[src/rtl/ser7_pkg.sv]
package ser7_pkg;

  localparam int LANES_DEF = 4;
  localparam int SLOT_DEF  = 7;
  localparam int IDX_W_DEF = 5;
  localparam int WORD_DEF  = LANES_DEF * SLOT_DEF;
  localparam int MAP_W_DEF = WORD_DEF * IDX_W_DEF;

  typedef enum logic [1:0] {
    LST_OFF = 2'b00,
    LST_ON  = 2'b01,
    LST_HIZ = 2'b10
  } lane_st_e;

  typedef enum logic [1:0] {
    CFG_SS  = 2'b00,
    CFG_SD  = 2'b01,
    CFG_DD  = 2'b10,
    CFG_RSV = 2'b11
  } cfg_e;

  // Lane-major default: slot bit k of lane l takes word bit l*SLOT+k.
  function automatic logic [MAP_W_DEF-1:0] lane_major_map();
    logic [MAP_W_DEF-1:0] m;
    m = '0;
    for (int i = 0; i < WORD_DEF; i++) begin
      m[i*IDX_W_DEF +: IDX_W_DEF] = IDX_W_DEF'(i);
    end
    return m;
  endfunction

endpackage

[src/rtl/ser7_capture.sv]
module ser7_capture #(
  parameter int WORD_W = 28,
  parameter int DE_POS = 26
) (
  input  logic              clk,
  input  logic              rst,
  input  logic              pwr_en,
  input  logic              pclk,
  input  logic              edge_rise,
  input  logic [1:0]        mode,
  input  logic [WORD_W-1:0] din_a,
  input  logic [WORD_W-1:0] din_b,
  output logic [WORD_W-1:0] hold_a,
  output logic [WORD_W-1:0] hold_b
);
  import ser7_pkg::*;

  logic pclk_q;
  logic phase_q;   // 1: next split pixel goes to channel B
  logic de_q;      // data-enable of last captured pixel
  logic edge_hit;
  logic to_first;

  always_comb begin
    edge_hit = edge_rise ? (pclk && !pclk_q) : (!pclk && pclk_q);
    to_first = (din_a[DE_POS] && !de_q) || !phase_q;
  end

  always_ff @(posedge clk) begin
    if (rst) begin
      pclk_q  <= 1'b0;
      phase_q <= 1'b0;
      de_q    <= 1'b0;
      hold_a  <= '0;
      hold_b  <= '0;
    end else begin
      pclk_q <= pclk;
      if (!pwr_en) begin
        phase_q <= 1'b0;
        de_q    <= 1'b0;
        hold_a  <= '0;
        hold_b  <= '0;
      end else if (edge_hit) begin
        de_q <= din_a[DE_POS];
        case (cfg_e'(mode))
          CFG_SD: begin
            if (to_first) begin
              hold_a  <= din_a;
              phase_q <= 1'b1;
            end else begin
              hold_b  <= din_a;
              phase_q <= 1'b0;
            end
          end
          CFG_DD: begin
            hold_a <= din_a;
            hold_b <= din_b;
          end
          default: hold_a <= din_a;
        endcase
      end
    end
  end

endmodule

[src/rtl/ser7_ctrl.sv]
module ser7_ctrl #(
  parameter int LANES   = 4,
  parameter int SLOT    = 7,
  parameter int CK_HIGH = 4
) (
  input  logic                        clk,
  input  logic                        rst,
  input  logic                        bit_en,
  input  logic                        pwr_en,
  input  logic [1:0]                  mode,
  input  logic                        depth18,
  output logic                        load,
  output logic [1:0][LANES-1:0]       lane_act,
  output logic [1:0]                  ck_q,
  output logic [1:0][LANES-1:0][1:0]  st_q
);
  import ser7_pkg::*;

  localparam int CNT_W = $clog2(SLOT);
  localparam logic [CNT_W-1:0] LAST = CNT_W'(SLOT - 1);
  localparam logic [CNT_W-1:0] CKH  = CNT_W'(CK_HIGH);

  logic [CNT_W-1:0]            cnt_q;
  logic [CNT_W-1:0]            cnt_nxt;
  logic [1:0]                  chan_on;
  logic [1:0][LANES-1:0][1:0]  st_nxt;

  always_comb begin
    chan_on[0] = pwr_en && (cfg_e'(mode) != CFG_RSV);
    chan_on[1] = pwr_en && ((cfg_e'(mode) == CFG_SD) || (cfg_e'(mode) == CFG_DD));
  end

  always_comb begin
    for (int c = 0; c < 2; c++) begin
      for (int l = 0; l < LANES; l++) begin
        lane_act[c][l] = chan_on[c] && !((l == LANES-1) && depth18);
        if (!chan_on[c])                        st_nxt[c][l] = LST_OFF;
        else if ((l == LANES-1) && depth18)     st_nxt[c][l] = LST_HIZ;
        else                                    st_nxt[c][l] = LST_ON;
      end
    end
  end

  always_comb begin
    cnt_nxt = (cnt_q == LAST) ? '0 : cnt_q + 1'b1;
    load    = pwr_en && bit_en && (cnt_q == LAST);
  end

  always_ff @(posedge clk) begin
    if (rst || !pwr_en) begin
      cnt_q <= LAST;
    end else if (bit_en) begin
      cnt_q <= cnt_nxt;
    end
  end

  always_ff @(posedge clk) begin
    if (rst) begin
      st_q <= '0;
      ck_q <= '0;
    end else begin
      st_q <= st_nxt;
      for (int c = 0; c < 2; c++) begin
        if (!chan_on[c])  ck_q[c] <= 1'b0;
        else if (bit_en)  ck_q[c] <= (cnt_nxt < CKH);
      end
    end
  end

endmodule

[src/rtl/ser7_chan.sv]
module ser7_chan #(
  parameter int LANES = 4,
  parameter int SLOT  = 7,
  parameter int IDX_W = 5,
  parameter logic [LANES*SLOT*IDX_W-1:0] BIT_MAP = '0
) (
  input  logic                    clk,
  input  logic                    rst,
  input  logic                    pwr_en,
  input  logic                    bit_en,
  input  logic                    load,
  input  logic [LANES-1:0]        lane_act,
  input  logic [LANES*SLOT-1:0]   word,
  output logic [LANES-1:0]        ser
);

  for (genvar l = 0; l < LANES; l++) begin : g_lane
    logic [SLOT-1:0] slot_bits;
    logic [SLOT-1:0] sreg;
    logic            dout;

    for (genvar k = 0; k < SLOT; k++) begin : g_bit
      assign slot_bits[k] = word[BIT_MAP[(l*SLOT+k)*IDX_W +: IDX_W]];
    end

    always_ff @(posedge clk) begin
      if (rst || !pwr_en) begin
        sreg <= '0;
      end else if (bit_en) begin
        sreg <= load ? slot_bits : {1'b0, sreg[SLOT-1:1]};
      end
    end

    always_ff @(posedge clk) begin
      if (rst || !lane_act[l]) begin
        dout <= 1'b0;
      end else if (bit_en) begin
        dout <= load ? slot_bits[0] : sreg[1];
      end
    end

    assign ser[l] = dout;
  end

endmodule

[src/rtl/ser7_tx.sv]
module ser7_tx #(
  parameter int LANES   = ser7_pkg::LANES_DEF,
  parameter int SLOT    = ser7_pkg::SLOT_DEF,
  parameter int CK_HIGH = 4,
  parameter int DE_POS  = 26,
  parameter int IDX_W   = ser7_pkg::IDX_W_DEF,
  parameter logic [LANES*SLOT*IDX_W-1:0] BIT_MAP = ser7_pkg::lane_major_map()
) (
  input  logic                   clk,
  input  logic                   rst,
  input  logic                   bit_en,
  input  logic                   pclk,
  input  logic                   edge_rise,
  input  logic                   pwr_en,
  input  logic [1:0]             mode,
  input  logic                   depth18,
  input  logic                   swing_in,
  input  logic [LANES*SLOT-1:0]  din_a,
  input  logic [LANES*SLOT-1:0]  din_b,
  output logic [LANES-1:0]       ser_a,
  output logic                   ck_a,
  output logic [2*LANES-1:0]     st_a,
  output logic [LANES-1:0]       ser_b,
  output logic                   ck_b,
  output logic [2*LANES-1:0]     st_b,
  output logic                   swing_out
);

  localparam int WORD_W = LANES * SLOT;

  logic [1:0][WORD_W-1:0]        hold;
  logic                          load;
  logic [1:0][LANES-1:0]         lane_act;
  logic [1:0]                    ck_q;
  logic [1:0][LANES-1:0][1:0]    st_q;
  logic [1:0][LANES-1:0]         ser_q;
  logic                          swing_q;

  ser7_capture #(.WORD_W(WORD_W), .DE_POS(DE_POS)) u_cap (
    .clk(clk), .rst(rst), .pwr_en(pwr_en), .pclk(pclk), .edge_rise(edge_rise),
    .mode(mode), .din_a(din_a), .din_b(din_b),
    .hold_a(hold[0]), .hold_b(hold[1])
  );

  ser7_ctrl #(.LANES(LANES), .SLOT(SLOT), .CK_HIGH(CK_HIGH)) u_ctrl (
    .clk(clk), .rst(rst), .bit_en(bit_en), .pwr_en(pwr_en), .mode(mode),
    .depth18(depth18), .load(load), .lane_act(lane_act), .ck_q(ck_q), .st_q(st_q)
  );

  for (genvar c = 0; c < 2; c++) begin : g_chan
    ser7_chan #(.LANES(LANES), .SLOT(SLOT), .IDX_W(IDX_W), .BIT_MAP(BIT_MAP)) u_chan (
      .clk(clk), .rst(rst), .pwr_en(pwr_en), .bit_en(bit_en), .load(load),
      .lane_act(lane_act[c]), .word(hold[c]), .ser(ser_q[c])
    );
  end

  always_ff @(posedge clk) begin
    if (rst) swing_q <= 1'b0;
    else     swing_q <= swing_in && pwr_en;
  end

  assign ser_a     = ser_q[0];
  assign ser_b     = ser_q[1];
  assign ck_a      = ck_q[0];
  assign ck_b      = ck_q[1];
  assign st_a      = st_q[0];
  assign st_b      = st_q[1];
  assign swing_out = swing_q;

endmodule

[config.mk]
export PLATFORM = sky130hd
export DESIGN_NAME = ser7_tx
export DESIGN_NICKNAME = d
export VERILOG_FILES = /design/src/rtl/ser7_pkg.sv /design/src/rtl/ser7_capture.sv /design/src/rtl/ser7_ctrl.sv /design/src/rtl/ser7_chan.sv /design/src/rtl/ser7_tx.sv
export SDC_FILE = /design/constraint.sdc
export NUM_CORES = 1
export LEC_CHECK = 0
export BUFFER_PORTS_ARGS = -buffer_cell sky130_fd_sc_hd__buf_4
export CAP_MARGIN = 20
export CORE_UTILIZATION = 50
export CTS_CLUSTER_DIAMETER = 200
export DETAILED_ROUTE_END_ITERATION = 12
export PLACE_DENSITY = 0.72
export RECOVER_POWER = 50
export SYNTH_ARGS = -nofsm -noshare
export SYNTH_HDL_FRONTEND = slang
export SYNTH_HIERARCHICAL = 1
export SYNTH_SLANG_ARGS = --single-unit
export TNS_END_PERCENT = 1
[constraint.sdc]
create_clock -name clk -period 2.65 [get_ports clk]
set_input_delay 0.1325 -clock clk [delete_from_list [all_inputs] [get_ports clk]]
set_output_delay 0.1325 -clock clk [all_outputs]
set_load 0.005 [all_outputs]
==> impl_metrics.tcl <==
set metrics [dict create \
    status "finished, final reports clean" \
    cts_hold_buf 24 \
    grt_use_total_pct 24.1 \
    pwr-share-clk_pct 48.0 \
    core-area_sq_mm 0.0110 \
    cap_viol_max_count 0 \
    p_comb_share_pct 10.4 \
    arrival_ns 2.39 \
    r2r-start "u_ctrl/cnt_q[1]" \
    clk_path_buf_depth 2 \
    p_seq_share_pct 41.6 \
    synthTopCellsByArea "dfxtp_1, mux2i_1, a211oi_1" \
    hold_viol 0 \
    drc 0 \
    final_area_sq_mm 0.00700 \
    crit_chain "dlygate4sd3_1, clkbuf_1, nor3b_2, or2_0, clkbuf_2, a21oi_1, a211oi_1" \
    p_sw_share_pct 23.0 \
    ctsRootBufferMaster "clkbuf_16" \
    ff2ff_path_depth 5 \
    synth.avg_cell_area_sq_um 9.56 \
    syn_to_final_growth_pct 22.5 \
    path_clk_slew_ns 0.06 \
    synth_top_area_share_pct 44.5 \
    leakage_nw 2.54 \
    port-buffer-count 86 \
    gp_congestion 0.835 \
    ys_types 40 \
    synth-seq-area-share_pct 44.5 \
    avgRoutedWirePerCell_microns 16.8 \
    slew_headroom_pct 1.70 \
    start_util_pct 52.1 \
    dieArea_sq_mm 0.0119 \
    cts-buffers-inserted 17 \
    drt-vias-per-instance 5.54 \
    finalPower_mw 4.78 \
    syn_inst 598 \
    synth_top_area_cell "dfxtp_1" \
    power_density_mw_per_mm2 682 \
    finalCritPeriodShare_pct 78.6 \
    final_cell_mix "dfxtp_1, mux2i_1, a21oi_1" \
    drv_slew 0 \
    antenna_found_initial 0 \
    detail_route.iter0.violations 220 \
    cts_tree "yes" \
    min_path_type "input port to flip-flop" \
    critPathCaptureType "flip-flop" \
    hold_start "din_a[21]" \
    p_int_mw 3.68 \
    fin_tns_setup_ns 0 \
    n_antenna_cell 0 \
    grt_pass1_vias 4251 \
    regArea_sq_mm 0.00254 \
    power_switching_mw 1.10 \
    setup_viol 0 \
    tightest_slew_ns 1.47 \
    dieWidth_microns 109 \
    ys_seq_elements 127 \
    grt_max_degree 81 \
    postCtsSetupRepairBufs 0 \
    io_pins 93 \
    h-tree-depth 4 \
    fmax_mhz 480 \
    max-vdd-ir-drop_mv 0.621 \
    rows 38 \
    cp_slowest_cell "clkbuf_2" \
    final_nets 737 \
    hold_depth 3 \
    crit_fanout 31 \
    post-route-min-period_ns 2.08 \
    cp_data_required_time_ns 2.96 \
    startpoint_type "input port" \
    dpl_cell_area_sq_mm 0.00621 \
    multi_input_area_sq_mm 0.00271 \
    ant_nets 0 \
    drt_first_pass_iters 5 \
    dieHeight_microns 109 \
    ys_warn_count 6 \
    drive_above_1_share_pct 22.0 \
    nFillCells 868 \
    wl_mm 13.8 \
    finalClockSkew_ns 0.00804 \
    grt_pass1_wl_mm 21.5 \
    crit_type "input port to flip-flop" \
    synth.cell_area_sq_mm 0.00572 \
    clock-sinks 127 \
    crit_start "pclk" \
    dp_hpwl_mm 8.87 \
    rsz0062_at_grt "false" \
    critPathMaxStageDelay_ns 0.58 \
    gr-total-overflow 0 \
    vias 4552 \
    clkLatencyLatePin_ns 0.41 \
    cts_resized 0 \
    layout_commonest_cell "dfxtp_1" \
]
registers in the layout (all words and copies together), names as in the netlist:
name,flops
u_cap/hold_b,28
u_cap/hold_a,28
g_chan.u_chan/g_lane.dout,8
g_chan.u_chan/g_lane.sreg,48
u_cap/pclk_q,1
u_cap/phase_q,1
u_ctrl/ck_q,2
swing_out,1
u_ctrl/st_q,6
u_cap/de_q,1
u_ctrl/cnt_q,3
Yosys cell counts:
master / count
and2_4: 2
buf_6: 7
nand3_1: 10
mux2i_1: 78
dfxtp_1: 127
a211oi_2: 20
a21boi_1: 1
buf_8: 2
and3b_4: 1
o21ai_0: 1
nor2b_1: 6
or2_1: 1
clkbuf_1: 14
inv_1: 9
and3b_1: 2
buf_4: 24
nand2_1: 59
conb_1: 1
ha_1: 1
nor3_1: 2
nand3b_1: 1
o31ai_2: 1
nand4b_1: 1
a21boi_2: 1
nand2b_1: 16
buf_2: 24
and3_1: 1
nor2_1: 50
and2_1: 2
and2b_1: 2
a2111oi_2: 2
nor2_2: 1
nor3b_2: 2
a2111oi_1: 6
o32ai_4: 1
nand2b_4: 1
a211oi_1: 49
o32a_1: 1
a21oi_1: 67
o211a_1: 1
cell type report:
| class | count | area share (%) |
|---|---|---|
| multi-input cells | 396 | 38.7 |
| flip-flops and latches | 127 | 36.3 |
| repair buffers | 119 | 13.7 |
| clock buffers | 25 | 7.22 |
| well taps | 140 | 2.50 |
| clock inverters | 6 | 1.14 |
| inverters | 9 | 0.482 |
metrics by stage:
step                std cells  setup WS, ns  utilization, %  hold WS [ns]
floorplan                 603          1.14               -         0.204
global placement          767         0.801            56.6         0.373
detailed placement        767         0.692            56.6         0.380
CTS                       822         0.756            64.1     0.0000294
global route              822         0.457            63.8       0.00156
finish                    822         0.568            63.8        0.0108
path summary, 6_finish.rpt:
| path | endpoint | slack (ns) |
|---|---|---|
| hold reg to reg | u_cap/hold_a[22] | 0.46 |
| setup / recovery | u_cap/hold_b[6] | 0.57 |
| setup reg to reg | g_chan[0].u_chan/g_lane[2].dout | 0.69 |
| hold / removal | u_cap/hold_a[21] | 0.01 |
per-layer routing:
metal	vias to the layer above	wire, microns	track usage [%]
met2	167	6360	39.0
met4	0	133	8.20
met5	-	0	0
li1	2231	-	-
met1	2142	6390	31.6
met3	12	920	5.26
power by group through the flow:
stage	Sequential [mW]	Combinational, mW	Clock (mW)
floorplan	2.02	0.323	0
global placement	2.03	0.461	0
detailed placement	2.03	0.469	0
CTS	1.99	0.500	2.32
global route	1.99	0.538	2.41
finish	1.99	0.499	2.29
critical path: cells and delay by family:
family                 cells  cell delay [ns]
AO/OA/AOI/OAI              2             0.42
buffers and inverters      3             1.26
AND/OR/NAND/NOR            2             0.56
logic make-up after synthesis:
| kind of cell | count (synthesis) | synth area share (%) |
|---|---|---|
| AO/OA/AOI/OAI | 151 | 19.7 |
| adder cells (fa/ha/maj) | 1 | 0.219 |
| buffers and inverters | 80 | 8.67 |
| flip-flops | 127 | 44.5 |
| multiplexers | 78 | 13.7 |
| other | 1 | 0.0656 |
| AND/OR/NAND/NOR | 160 | 13.2 |
No activity file was read; power rests on OpenSTA's default activity.
